===== src/rtl/lpm_pkg.sv =====
package lpm_pkg;

    typedef enum logic [2:0] {
        ST_ACTIVE = 3'd0,
        ST_SLEEP  = 3'd1,
        ST_WPEND  = 3'd2,
        ST_WAIT   = 3'd3,
        ST_BACKUP = 3'd4,
        ST_WKRST  = 3'd5
    } lp_state_e;

    localparam logic [1:0] FL_STANDBY = 2'b00;
    localparam logic [1:0] FL_DEEPPD  = 2'b01;
    localparam logic [1:0] FL_IDLE    = 2'b10;
    localparam logic [1:0] FL_RUN     = 2'b11;

    typedef struct packed {
        logic to_backup;
        logic to_wait;
        logic to_sleep;
    } entry_t;

    typedef struct packed {
        lp_state_e  st;
        logic [1:0] fl;
    } fsm_regs_t;

endpackage


===== src/rtl/lpm_keyreg.sv =====
module lpm_keyreg #(
    parameter int                KEY_W   = 8,
    parameter logic [KEY_W-1:0]  KEY_VAL = 8'hA5
) (
    input  logic             clk,
    input  logic             rst_n,
    input  logic             wr_i,
    input  logic [KEY_W-1:0] key_i,
    input  logic             data_i,
    input  logic             clr_i,
    output logic             regoff_o
);

    logic regoff_d, regoff_q;

    always_comb begin
        regoff_d = regoff_q;
        if (clr_i) begin
            regoff_d = 1'b0;
        end else if (wr_i && (key_i == KEY_VAL)) begin
            regoff_d = data_i;
        end
    end

    always_ff @(posedge clk or negedge rst_n) begin
        if (!rst_n) begin
            regoff_q <= 1'b0;
        end else begin
            regoff_q <= regoff_d;
        end
    end

    assign regoff_o = regoff_q;

endmodule


===== src/rtl/lpm_wake.sv =====
module lpm_wake #(
    parameter int NUM_PINS = 16,
    parameter int NUM_IRQ  = 8
) (
    input  logic [NUM_PINS-1:0] wake_pin_i,
    input  logic [NUM_PINS-1:0] bkp_pin_en_i,
    input  logic [NUM_PINS-1:0] fast_pin_en_i,
    input  logic                sm_alarm_i,
    input  logic                rtc_alarm_i,
    input  logic                rtt_alarm_i,
    input  logic                usb_wake_i,
    input  logic [NUM_IRQ-1:0]  irq_i,
    output logic                bkp_wake_o,
    output logic                wait_wake_o,
    output logic                sleep_wake_o
);

    logic [NUM_PINS-1:0] bkp_hit;
    logic [NUM_PINS-1:0] fast_hit;

    for (genvar g = 0; g < NUM_PINS; g++) begin : g_pin
        assign bkp_hit[g]  = wake_pin_i[g] & bkp_pin_en_i[g];
        assign fast_hit[g] = wake_pin_i[g] & fast_pin_en_i[g];
    end

    // Each state listens to its own set of sources only.
    assign bkp_wake_o   = (|bkp_hit) | sm_alarm_i | rtc_alarm_i | rtt_alarm_i;
    assign wait_wake_o  = (|fast_hit) | rtc_alarm_i | rtt_alarm_i | usb_wake_i;
    assign sleep_wake_o = |irq_i;

endmodule


===== src/rtl/lpm_decode.sv =====
module lpm_decode
    import lpm_pkg::*;
(
    input  logic       regoff_i,
    input  logic       deep_sleep_i,
    input  logic       wait_req_i,
    input  logic       lp_sel_i,
    input  logic [1:0] flash_lp_i,
    input  logic       wfi_i,
    input  logic       bkp_wake_i,
    input  logic       wait_wake_i,
    input  logic       sleep_wake_i,
    output entry_t     entry_o
);

    logic want_backup, want_wait, want_sleep, flash_ok;

    always_comb begin
        flash_ok    = (flash_lp_i == FL_STANDBY) || (flash_lp_i == FL_DEEPPD);
        want_backup = regoff_i && deep_sleep_i;
        want_wait   = wait_req_i && !deep_sleep_i && lp_sel_i && flash_ok;
        want_sleep  = wfi_i && !lp_sel_i;

        entry_o = '0;
        // The highest-ranked request decides alone; a pending wake for
        // that state blocks entry and does not fall through to a lower one.
        if (want_backup) begin
            entry_o.to_backup = !bkp_wake_i;
        end else if (want_wait) begin
            entry_o.to_wait = !wait_wake_i;
        end else if (want_sleep) begin
            entry_o.to_sleep = !sleep_wake_i;
        end
    end

endmodule


===== src/rtl/lpm_fsm.sv =====
module lpm_fsm
    import lpm_pkg::*;
(
    input  logic       clk,
    input  logic       rst_n,
    input  entry_t     entry_i,
    input  logic [1:0] flash_lp_i,
    input  logic       mck_ready_i,
    input  logic       bkp_wake_i,
    input  logic       wait_wake_i,
    input  logic       sleep_wake_i,
    output lp_state_e  state_o,
    output logic       reg_en_o,
    output logic       core_clk_en_o,
    output logic       periph_clk_en_o,
    output logic       mem_clk_en_o,
    output logic [1:0] flash_mode_o,
    output logic       core_rst_req_o,
    output logic       io_pullup_rst_o,
    output logic       mck_wait_o
);

    fsm_regs_t r_d, r_q;

    always_comb begin
        r_d = r_q;
        unique case (r_q.st)
            ST_ACTIVE: begin
                if (entry_i.to_backup) begin
                    r_d.st = ST_BACKUP;
                end else if (entry_i.to_wait) begin
                    r_d.fl = flash_lp_i;
                    r_d.st = mck_ready_i ? ST_WAIT : ST_WPEND;
                end else if (entry_i.to_sleep) begin
                    r_d.st = ST_SLEEP;
                end
            end
            ST_SLEEP: begin
                if (sleep_wake_i) r_d.st = ST_ACTIVE;
            end
            ST_WPEND: begin
                if (wait_wake_i) begin
                    r_d.st = ST_ACTIVE;
                end else if (mck_ready_i) begin
                    r_d.st = ST_WAIT;
                end
            end
            ST_WAIT: begin
                if (wait_wake_i) r_d.st = ST_ACTIVE;
            end
            ST_BACKUP: begin
                if (bkp_wake_i) r_d.st = ST_WKRST;
            end
            ST_WKRST: begin
                r_d.st = ST_ACTIVE;
            end
            default: begin
                r_d.st = ST_ACTIVE;
            end
        endcase
    end

    always_ff @(posedge clk or negedge rst_n) begin
        if (!rst_n) begin
            r_q.st <= ST_ACTIVE;
            r_q.fl <= FL_RUN;
        end else begin
            r_q <= r_d;
        end
    end

    always_comb begin
        reg_en_o        = 1'b1;
        core_clk_en_o   = 1'b1;
        periph_clk_en_o = 1'b1;
        mem_clk_en_o    = 1'b1;
        flash_mode_o    = FL_RUN;
        core_rst_req_o  = 1'b0;
        io_pullup_rst_o = 1'b0;
        mck_wait_o      = 1'b0;
        unique case (r_q.st)
            ST_SLEEP: begin
                core_clk_en_o = 1'b0;
            end
            ST_WPEND: begin
                mck_wait_o = 1'b1;
            end
            ST_WAIT: begin
                core_clk_en_o   = 1'b0;
                periph_clk_en_o = 1'b0;
                mem_clk_en_o    = 1'b0;
                flash_mode_o    = r_q.fl;
            end
            ST_BACKUP: begin
                reg_en_o        = 1'b0;
                core_clk_en_o   = 1'b0;
                periph_clk_en_o = 1'b0;
                mem_clk_en_o    = 1'b0;
            end
            ST_WKRST: begin
                core_clk_en_o   = 1'b0;
                periph_clk_en_o = 1'b0;
                mem_clk_en_o    = 1'b0;
                core_rst_req_o  = 1'b1;
                io_pullup_rst_o = 1'b1;
            end
            default: begin
            end
        endcase
    end

    assign state_o = r_q.st;

endmodule


===== src/rtl/lpm_ctrl.sv =====
module lpm_ctrl
    import lpm_pkg::*;
#(
    parameter int               NUM_PINS = 16,
    parameter int               NUM_IRQ  = 8,
    parameter int               KEY_W    = 8,
    parameter logic [KEY_W-1:0] KEY_VAL  = 8'hA5
) (
    input  logic                clk,
    input  logic                rst_n,
    input  logic                cfg_wr_i,
    input  logic [KEY_W-1:0]    cfg_key_i,
    input  logic                cfg_regoff_i,
    input  logic                deep_sleep_i,
    input  logic                wait_req_i,
    input  logic                lp_sel_i,
    input  logic [1:0]          flash_lp_i,
    input  logic                wfi_i,
    input  logic                mck_ready_i,
    input  logic [NUM_PINS-1:0] wake_pin_i,
    input  logic [NUM_PINS-1:0] bkp_pin_en_i,
    input  logic [NUM_PINS-1:0] fast_pin_en_i,
    input  logic                sm_alarm_i,
    input  logic                rtc_alarm_i,
    input  logic                rtt_alarm_i,
    input  logic                usb_wake_i,
    input  logic [NUM_IRQ-1:0]  irq_i,
    output logic                reg_en_o,
    output logic                core_clk_en_o,
    output logic                periph_clk_en_o,
    output logic                mem_clk_en_o,
    output logic [1:0]          flash_mode_o,
    output logic                core_rst_req_o,
    output logic                io_pullup_rst_o,
    output logic                mck_wait_o,
    output logic [2:0]          lp_state_o
);

    logic      regoff;
    logic      bkp_wake, wait_wake, sleep_wake;
    entry_t    entry;
    lp_state_e state;

    lpm_keyreg #(.KEY_W(KEY_W), .KEY_VAL(KEY_VAL)) u_keyreg (
        .clk      (clk),
        .rst_n    (rst_n),
        .wr_i     (cfg_wr_i),
        .key_i    (cfg_key_i),
        .data_i   (cfg_regoff_i),
        .clr_i    (core_rst_req_o),
        .regoff_o (regoff)
    );

    lpm_wake #(.NUM_PINS(NUM_PINS), .NUM_IRQ(NUM_IRQ)) u_wake (
        .wake_pin_i    (wake_pin_i),
        .bkp_pin_en_i  (bkp_pin_en_i),
        .fast_pin_en_i (fast_pin_en_i),
        .sm_alarm_i    (sm_alarm_i),
        .rtc_alarm_i   (rtc_alarm_i),
        .rtt_alarm_i   (rtt_alarm_i),
        .usb_wake_i    (usb_wake_i),
        .irq_i         (irq_i),
        .bkp_wake_o    (bkp_wake),
        .wait_wake_o   (wait_wake),
        .sleep_wake_o  (sleep_wake)
    );

    lpm_decode u_decode (
        .regoff_i     (regoff),
        .deep_sleep_i (deep_sleep_i),
        .wait_req_i   (wait_req_i),
        .lp_sel_i     (lp_sel_i),
        .flash_lp_i   (flash_lp_i),
        .wfi_i        (wfi_i),
        .bkp_wake_i   (bkp_wake),
        .wait_wake_i  (wait_wake),
        .sleep_wake_i (sleep_wake),
        .entry_o      (entry)
    );

    lpm_fsm u_fsm (
        .clk             (clk),
        .rst_n           (rst_n),
        .entry_i         (entry),
        .flash_lp_i      (flash_lp_i),
        .mck_ready_i     (mck_ready_i),
        .bkp_wake_i      (bkp_wake),
        .wait_wake_i     (wait_wake),
        .sleep_wake_i    (sleep_wake),
        .state_o         (state),
        .reg_en_o        (reg_en_o),
        .core_clk_en_o   (core_clk_en_o),
        .periph_clk_en_o (periph_clk_en_o),
        .mem_clk_en_o    (mem_clk_en_o),
        .flash_mode_o    (flash_mode_o),
        .core_rst_req_o  (core_rst_req_o),
        .io_pullup_rst_o (io_pullup_rst_o),
        .mck_wait_o      (mck_wait_o)
    );

    assign lp_state_o = state;

endmodule


===== config.mk =====
export PLATFORM = sky130hd
export DESIGN_NAME = lpm_ctrl
export DESIGN_NICKNAME = d
export VERILOG_FILES = /design/src/rtl/lpm_pkg.sv /design/src/rtl/lpm_keyreg.sv /design/src/rtl/lpm_wake.sv /design/src/rtl/lpm_decode.sv /design/src/rtl/lpm_fsm.sv /design/src/rtl/lpm_ctrl.sv
export SDC_FILE = /design/constraint.sdc
export NUM_CORES = 1
export LEC_CHECK = 0
export BUFFER_PORTS_ARGS = -buffer_cell sky130_fd_sc_hd__buf_2
export CORE_ASPECT_RATIO = 0.75
export CORE_MARGIN = 2
export CORE_UTILIZATION = 33
export CTS_CLUSTER_DIAMETER = 120
export CTS_CLUSTER_SIZE = 28
export DETAILED_ROUTE_END_ITERATION = 6
export GPL_ROUTABILITY_DRIVEN = 0
export PLACE_DENSITY_LB_ADDON = 0.15
export SYNTH_ARGS = -nofsm -noshare
export SYNTH_HDL_FRONTEND = slang
export SYNTH_HIERARCHICAL = 1
export SYNTH_SLANG_ARGS = --single-unit

===== constraint.sdc =====
create_clock -name clk -period 1.9 [get_ports clk]
set_clock_uncertainty 0.1 [all_clocks]
set_input_delay 0.38 -clock clk [delete_from_list [all_inputs] [get_ports clk]]
set_output_delay 0.38 -clock clk [all_outputs]
set_load 0.02 [all_outputs]

# Yosys cells after proc, flatten, opt, wreduce, memory -nomap -nowiden
# Cells that the tools add are included.
# totals
reg_bits	6
input_bits	79
# classes
n_eq_ne	12
muxes	23
bitwise	39
n_reduce_logical	22
# ops
operator	count
1-bit AND	32
16-bit OR reduction	2
3-bit two-way mux	8
3-bit case mux with 5 select lines	1
1-bit two-way mux	12
8-bit equality test (second input constant)	1
8-bit OR reduction	1
3-bit by 2-bit equality test with 1-bit output (second input constant)	2
3-bit equality test (second input constant)	2
1-bit logical AND	6
2-bit != test (second input constant)	3
1-bit OR	6
1-bit zero test	5
5-bit AND reduction	1
2-bit two-way mux	2
4-bit != test (second input constant)	1
4-bit OR reduction	1
3-bit by 1-bit equality test with 1-bit output (second input constant)	1
3-bit zero test	1
3-bit != test (second input constant)	1
3-bit AND reduction	1
3-bit OR reduction	1
2-bit by 1-bit equality test with 1-bit output (second input constant)	1
2-bit zero test	1
3 further kinds	3

# Depth between registers and ports, before layout
# Gate-level depths: netlist (run 1).
# logic_depth
ltp_word	12
mapped_depth	9

# Modules after synthesis
# The synthesis (run 1) kept the hierarchy.
# modules_own_cells
mod	n_inst	cells_each	area_per_inst_um2	seq_area_each_um2
lpm_fsm	1	46	427.9	127.6
lpm_wake	1	25	217.7	0.0
lpm_keyreg	1	7	76.3	25.0
lpm_decode	1	6	35.0	0.0

# Worst setup path before layout (run 1)
# OpenSTA, ideal clock, no wires.
# synth_path
kind	input to register
start	input port fast_pin_en_i[6]
end	register u_fsm.r_q (netlist bit u_fsm/state_o[1])
t_arrival_ns	1.856
required_time_ns	1.675
setup_slack_ns	-0.182
path_stages	9
path_buffers	0
cell_sequence	a22o_1 -> a221oi_1 -> and3_1 -> nand4_1 -> nor3_2 -> nor2_1 -> nand3_1 -> nand3_1 -> mux2_4
# synth_lines
item	line_no	rtl
start, declared	lpm_ctrl.sv:22	input logic [NUM_PINS-1:0] fast_pin_en_i,
end signal, assigned	lpm_fsm.sv:68	r_q <= r_d;
end, declared	lpm_fsm.sv:23	fsm_regs_t r_d, r_q;

# Worst setup path after layout (run 1)
# layout_path
start	input port fast_pin_en_i[1]
end	register u_fsm.r_q (netlist bit u_fsm/state_o[1])
# layout_between
elab_chain_len	11
elab_cells_between_ends	16
# layout_lines
item	line_no	rtl
1-bit AND *	lpm_wake.sv:23	assign fast_hit[g] = wake_pin_i[g] & fast_pin_en_i[g];
16-bit OR reduction *	lpm_wake.sv:28	assign wait_wake_o = (|fast_hit) | rtc_alarm_i | rtt_alarm_i | usb_wake_i;
1-bit OR * (3 in a row)	lpm_wake.sv:28	
net wait_wake	lpm_ctrl.sv:40	logic bkp_wake, wait_wake, sleep_wake;
1-bit zero test	lpm_decode.sv:30	entry_o.to_wait = !wait_wake_i;
1-bit two-way mux	lpm_decode.sv:29	end else if (want_wait) begin
2-bit two-way mux	lpm_decode.sv:27	if (want_backup) begin
3-bit two-way mux	lpm_fsm.sv:31	end else if (entry_i.to_wait) begin
3-bit two-way mux	lpm_fsm.sv:29	if (entry_i.to_backup) begin
3-bit case mux with 5 select lines	lpm_fsm.sv:27	unique case (r_q.st)
# The timed path passes the listed nets; every way through them passes the cells marked *.
# A chain may end at the register's enable or synchronous reset.

==> impl_metrics.toml, run 1 <==
[min_path]
path_type_of_the_worst_min_delay_path = "in2reg"

[floorplanning]
height_of_the_die_um = 45.5
chipWidth_um = 59.3
design.portCount = 91
start_util_pct = 36.3
fp-row-count = 14
core_region_area_sq_um = 2080
dieArea_sq_um = 2700

[worst_setup_path]
timing.critical_path.from_type = "input port"
worstPathMaxFanout = 3
end_kind = "flop"
critical_path_required_ps = 1930
timing.setup.critical_path_class = "in2reg"
cp_data_arrival_time_ps = 2120

[drt]
drc_errors = 0
drtAntennaViolNets = 0
detail_route.first_pass.iterations = 4
via_count = 1014
routed_wirelength_um = 2540
first_drt_iteration_drcs = 17
vias_per_cell = 4.92
wl_per_cell_um = 12.3

[clock_tree]
cts_buffers = 3
cts_sinks = 6
clk_pin_slew_worst_paths_ps = 50
cts_root_buffer = "sky130_fd_sc_hd__clkbuf_4"
clkLatencyLatePin_ps = 240
htree_levels = 1
cts_tree = "built"
max_clock_buf_depth = 2

[place]
pre_cts_slack_ps = -450
post-dp-hpwl_um = 2220
port_buffers = 90
placedInstanceArea_sq_um = 1240

[grt]
antenna_found_initial = 0
first_global_vias = 1015
busiest_layer = "met2"
gr_layer_usage_met1_pct = 24.4
global_route.usage.total_pct = 19.4
gr-usage-met3_pct = 4.26
gr_met2_demand_resource_pct = 32.7
grt_start_max_net_pins = 14
grt_pass1_wl_um = 4000
grt-ovfl-total = 0

[sta]
period_needed_ps = 2090
fmaxAchievable_mhz = 479
slew-limit-headroom_pct = 73.9
post-route-period-util_pct = 110
maxSlewViolCount = 0
final-setup-viol-count = 4
grt_setup_unrepaired = "true"
final_critical_path_setup_slack_ps = -186
timing.final.hold_violations = 0
fin_setup_tns_ps = -586
slew_at_the_pin_closest_to_its_max_slew_limit_ps = 392

[power]
leakagePower_nw = 0.685
peakVddDrop_uv = 287
overall_power_consumption_mw = 0.537
power.density_nw_per_um2 = 409

[outcome]
violated_checks = "setup timing"
outcome = "finished, violations left"

[cells_and_area]
fin_util_pct = 62.9
num-nets-final = 262
fillers = 189
sequential_cell_area_sq_um = 153
post_route_cells_drive_above_1_share_pct = 65.9
area_growth_syn_to_layout_pct = 73.2
finalInstanceArea_sq_um = 1310
multi_input_comb_area_sq_um = 554
n_antenna_cell = 0

[synthesis]
flip_flop_and_latch_count_after_synthesis = 6
synth_enable_flop_cells = 0
syn_nets = 163
dominantRegCellSynth = "sky130_fd_sc_hd__dfrtp_1"
gate_count_after_technology_mapping = 84
ys_warn_count = 6
synth.avg_cell_area_sq_um = 9.01
netlist-cell-type-count = 38
mappedNetlistArea_sq_um = 757
async_flop_share_pct = 100
synth.yosys.seq_area_share_pct = 20.2

[flow_run]
max_cap_check_violation_count = 0
==> what timing repair did <==
action	in CTS	in global routing
buffers inserted	2	0
hold buffers	1	0
resized for setup	4	0
hold endpoints to repair	4	0
pin swaps	5	3
endpoints found under the setup margin	4	6
==> power breakdown <==
group	total, mW	internal (mW)	switching, mW
Combinational	0.255	0.136	0.119
Sequential	0.154	0.139	0.0149
Clock	0.128	0.0797	0.0481
Total	0.537	0.355	0.182
==> critical path: stages <==
cell and delay, ps:
sky130_fd_sc_hd__buf_6 90, sky130_fd_sc_hd__a22o_1 250, sky130_fd_sc_hd__a221oi_2 200, sky130_fd_sc_hd__and3_1 200
sky130_fd_sc_hd__nand4_1 160, sky130_fd_sc_hd__nor4b_2 330, sky130_fd_sc_hd__o21bai_2 100, sky130_fd_sc_hd__nand3_1 110
sky130_fd_sc_hd__mux2_4 290
==> worst paths after layout <==
path	from	endpoint	slack, ps	cells after the start
worst max register to register	u_fsm/state_o[1]$_DFFE_PN0P_	u_fsm/state_o[1]$_DFFE_PN0P_	300	4
min in group asynchronous	rst_n	u_fsm/state_o[2]$_DFFE_PN0P_	380	2
worst min register to register	u_keyreg/regoff_o$_DFFE_PN0P_	u_keyreg/regoff_o$_DFFE_PN0P_	440	2
worst min-delay path	flash_lp_i[0]	u_fsm/r_q[0]$_DFFE_PN1P_	260	2
worst max-delay path	fast_pin_en_i[1]	u_fsm/state_o[1]$_DFFE_PN0P_	-190	9
max in group asynchronous	rst_n	u_fsm/r_q[1]$_DFFE_PN1P_	1090	2
==> cell type report <==
cell class | instances | area share, %
clock buffer | 4 | 2.00
tap | 24 | 2.29
timing repair buffer | 101 | 41.8
multi-input combinational | 71 | 42.3
sequential | 6 | 11.6
==> per-stage QoR <==
| step | hold slack (ps) | std cells |
|---|---|---|
| floorplan | -15.6 | 84 |
| global placement | 109 | 199 |
| detailed placement | 113 | 199 |
| CTS | 250 | 206 |
| global route | 253 | 206 |
| finish | 255 | 206 |
==> cell families (layout without fill, tap and decap cells) <==
group	after synthesis	in the layout	synth area share [%]
compound gates	26	26	32.4
buf+inv	7	105	7.93
flops	6	6	20.2
mux	5	5	7.60
simple gates	40	40	31.9
==> Yosys cell counts, types with 3 or more instances <==
cell	n	area share, %
sky130_fd_sc_hd__nor2_1	7	3.5
sky130_fd_sc_hd__a221oi_2	5	9.9
sky130_fd_sc_hd__a22o_1	6	6.9
sky130_fd_sc_hd__dfrtp_1	4	13
sky130_fd_sc_hd__a22oi_1	3	3.0
sky130_fd_sc_hd__nand3_1	3	2.0
sky130_fd_sc_hd__and3_1	3	2.5
sky130_fd_sc_hd__a21oi_1	3	2.0
sky130_fd_sc_hd__buf_4	5	5.0
sky130_fd_sc_hd__nand2_1	6	3.0
==> layer usage <==
metal / part of all wire [%] / routed length, um
met2: 47 / 1180
met1: 45 / 1140
met4: 1.1 / 28
met5: 0 / 0
met3: 7.6 / 192
==> sequential cells by signal, summed over array words and instances, names as in the netlist <==
name               cells
u_keyreg/regoff_o      1
u_fsm/state_o          3
u_fsm/r_q              2
==> placed cells by master, fill, tap and decap left out, types with 3 or more instances in the layout <==
master,synthesis,layout
sky130_fd_sc_hd__a21oi_1,3,3
sky130_fd_sc_hd__dfrtp_1,4,4
sky130_fd_sc_hd__a22o_1,6,6
sky130_fd_sc_hd__and3_1,3,3
sky130_fd_sc_hd__a22oi_1,3,3
sky130_fd_sc_hd__buf_4,5,10
sky130_fd_sc_hd__clkbuf_4,0,3
sky130_fd_sc_hd__nand2_1,6,6
sky130_fd_sc_hd__buf_2,0,88
sky130_fd_sc_hd__nand3_1,3,3
sky130_fd_sc_hd__a221oi_2,5,6
sky130_fd_sc_hd__nor2_1,7,7
Power figures use the tool's default switching activity.
==> inputs of run 2 (changes only) <==
--- a/config.mk
+++ b/config.mk
@@ -8,12 +8,13 @@
 export BUFFER_PORTS_ARGS = -buffer_cell sky130_fd_sc_hd__buf_2
 export CORE_ASPECT_RATIO = 0.75
 export CORE_MARGIN = 2
-export CORE_UTILIZATION = 33
+export CORE_UTILIZATION = 29
 export CTS_CLUSTER_DIAMETER = 120
 export CTS_CLUSTER_SIZE = 28
 export DETAILED_ROUTE_END_ITERATION = 6
 export GPL_ROUTABILITY_DRIVEN = 0
 export PLACE_DENSITY_LB_ADDON = 0.15
+export SETUP_SLACK_MARGIN = 0.02
 export SYNTH_ARGS = -nofsm -noshare
 export SYNTH_HDL_FRONTEND = slang
 export SYNTH_HIERARCHICAL = 1
==> constraint.sdc (replaced) <==
create_clock -name clk -period 1.8 [get_ports clk]
set_clock_uncertainty 0.1 [all_clocks]
set_input_delay 0.36 -clock clk [delete_from_list [all_inputs] [get_ports clk]]
set_output_delay 0.36 -clock clk [all_outputs]
set_load 0.02 [all_outputs]
==> run 2 against run 1 <==
The run still ends with setup timing left. Utilization down 9.2 points. Count of clock-buffer cells in the layout down 1. Clock power down 4%. First-iteration DRC count up 76%. Combinational power up 29%. Final cell count up 5.8%. Power up 13%. Non-clock buffer count up 1. Final area up 4.2%. Die area up 13%. Sequential share of layout area down 0.38 points. Critical path type unchanged. Largest cell class is now non-clock buffers.
==> impl_metrics.toml, run 2 (synthesized netlist as in run 1, its figures left out) <==
[outcome]
outcome = "finished, violations left"
violated_checks = "setup timing"

[place]
placed_cells_incl_taps = 212
placedInstanceArea_sq_um = 1260
port_buffers = 90
post-dp-hpwl_um = 2250
pre_cts_slack_ps = -506

[cells_and_area]
finalInstanceArea_sq_um = 1370
area_growth_syn_to_layout_pct = 80.5
final_instance_count_without_filler_cells = 218
fillers = 262
num-nets-final = 263
fin_util_pct = 53.7
post_route_cells_drive_above_1_share_pct = 68.7
commonest_cells_after_routing_fill_and_taps_aside = "sky130_fd_sc_hd__buf_2 (84), sky130_fd_sc_hd__buf_4 (12), sky130_fd_sc_hd__nor2_1 (6), sky130_fd_sc_hd__a22o_1 (6), sky130_fd_sc_hd__a221oi_2 (6)"
most_common_library_cell_in_the_layout_ignoring_fill_and_taps = "sky130_fd_sc_hd__buf_2"
largest_reg_flops = 3
n_antenna_cell = 0

[clock_tree]
htree_levels = 1
cts_tree = "built"
cts_buffers = 3
cts_sinks = 6
cts_root_buffer = "sky130_fd_sc_hd__clkbuf_4"
clk_pin_slew_worst_paths_ps = 50
max_clock_buf_depth = 2
clkLatencyLatePin_ps = 240

[sta]
grt_setup_unrepaired = "true"
slew-limit-headroom_pct = 81.0
final_critical_path_setup_slack_ps = -234
hold_ws_ps = 234
post-route-period-util_pct = 113
fin_setup_tns_ps = -853
fmaxAchievable_mhz = 492
slew_at_the_pin_closest_to_its_max_slew_limit_ps = 283
final-setup-viol-count = 4
timing.final.hold_violations = 0
maxSlewViolCount = 0
period_needed_ps = 2030

[grt]
grt_pass1_wl_um = 4230
grt_start_max_net_pins = 14
gr_met2_demand_resource_pct = 34.3
grt-ovfl-total = 0
gr_layer_usage_met1_pct = 22.3
first_global_vias = 998
busiest_layer = "met2"
gr-usage-met3_pct = 2.54
antenna_found_initial = 0
global_route.usage.total_pct = 17.6

[drt]
wl_per_cell_um = 12.5
routed_wirelength_um = 2720
drtAntennaViolNets = 0
drc_errors = 0
detail_route.first_pass.iterations = 4
vias_per_cell = 4.69
via_count = 1022
first_drt_iteration_drcs = 30

[floorplanning]
height_of_the_die_um = 48.2
design.portCount = 91
dieArea_sq_um = 3040
chipWidth_um = 63.0
fp-row-count = 16
core_region_area_sq_um = 2540
start_util_pct = 29.8

[worst_setup_path]
worstReg2RegEnd = "u_fsm/state_o[1]$_DFFE_PN0P_"
timing.setup.critical_path_class = "in2reg"
r2r-start = "u_fsm/state_o[2]$_DFFE_PN0P_"
rrSetupSlack_ps = 220
end_kind = "flop"
timing.critical_path.from_type = "input port"
critical_path_required_ps = 1830
worst_r2r_path_cells = 5
worstPathMaxFanout = 3
cp_data_arrival_time_ps = 2060

[power]
overall_power_consumption_mw = 0.604
power.density_nw_per_um2 = 442
peakVddDrop_uv = 223
leakagePower_nw = 0.704

[min_path]
path_type_of_the_worst_min_delay_path = "in2reg"
min-delay-start = "flash_lp_i[0]"
whs_endpoint = "u_fsm/r_q[0]$_DFFE_PN1P_"
min_path_cells = 2

[flow_run]
max_cap_check_violation_count = 0
[run 2: final cells by class]
cell class / count / area (sq um) / area share, %
Clock buffer: 3 / 22.5 / 1.65
Multi-Input combinational cell: 71 / 568 / 41.6
Sequential cell: 6 / 154 / 11.3
Tap cell: 36 / 45.0 / 3.30
Timing Repair Buffer: 102 / 577 / 42.2
[run 2: per-layer routing]
layer	share of wire, %	wire, um	vias to the layer above
li1	-	-	525
met1	47	1280	460
met2	48	1310	37
met3	4.9	132	0
met4	0	0	0
met5	0	0	-
[run 2: power breakdown]
group | switching, mW | leakage [nW] | internal, mW | total (mW)
clock | 0.0478 | 0.0138 | 0.0754 | 0.123
sequential | 0.00629 | 0.0697 | 0.147 | 0.154
combinational | 0.152 | 0.621 | 0.176 | 0.328
total | 0.206 | 0.704 | 0.399 | 0.604
[run 2: repair_timing]
| action | CTS | global route |
|---|---|---|
| gates resized for setup | 5 | 11 |
| hold buffers | 1 | 0 |
| setup endpoints to repair | 6 | 13 |
| hold endpoints to repair | 4 | 0 |
| pin swaps | 6 | 4 |
| buffers inserted | 2 | 0 |
[run 2: worst max-delay path by stage]
stage | startpoint | endpoint | cells past startpoint
2_1_floorplan | fast_pin_en_i[6] | u_fsm/state_o[1]$_DFFE_PN0P_ | 9
3_3_place_gp | fast_pin_en_i[6] | u_fsm/state_o[1]$_DFFE_PN0P_ | 9
3_5_place_dp | wake_pin_i[1] | u_fsm/state_o[1]$_DFFE_PN0P_ | 9
4_1_cts | fast_pin_en_i[1] | u_fsm/state_o[0]$_DFFE_PN0P_ | 11
5_1_grt | fast_pin_en_i[1] | u_fsm/state_o[0]$_DFFE_PN0P_ | 11
6_report | fast_pin_en_i[1] | u_fsm/state_o[1]$_DFFE_PN0P_ | 9
[run 2: critical path, stage by stage]
cell and delay, ps:
sky130_fd_sc_hd__buf_6 90, sky130_fd_sc_hd__a22o_1 250, sky130_fd_sc_hd__a221oi_2 190, sky130_fd_sc_hd__and3_1 190, sky130_fd_sc_hd__nand4_1 170, sky130_fd_sc_hd__nor2b_1 310, sky130_fd_sc_hd__o21ai_4 100, sky130_fd_sc_hd__nand3_1 110
sky130_fd_sc_hd__mux2_4 300
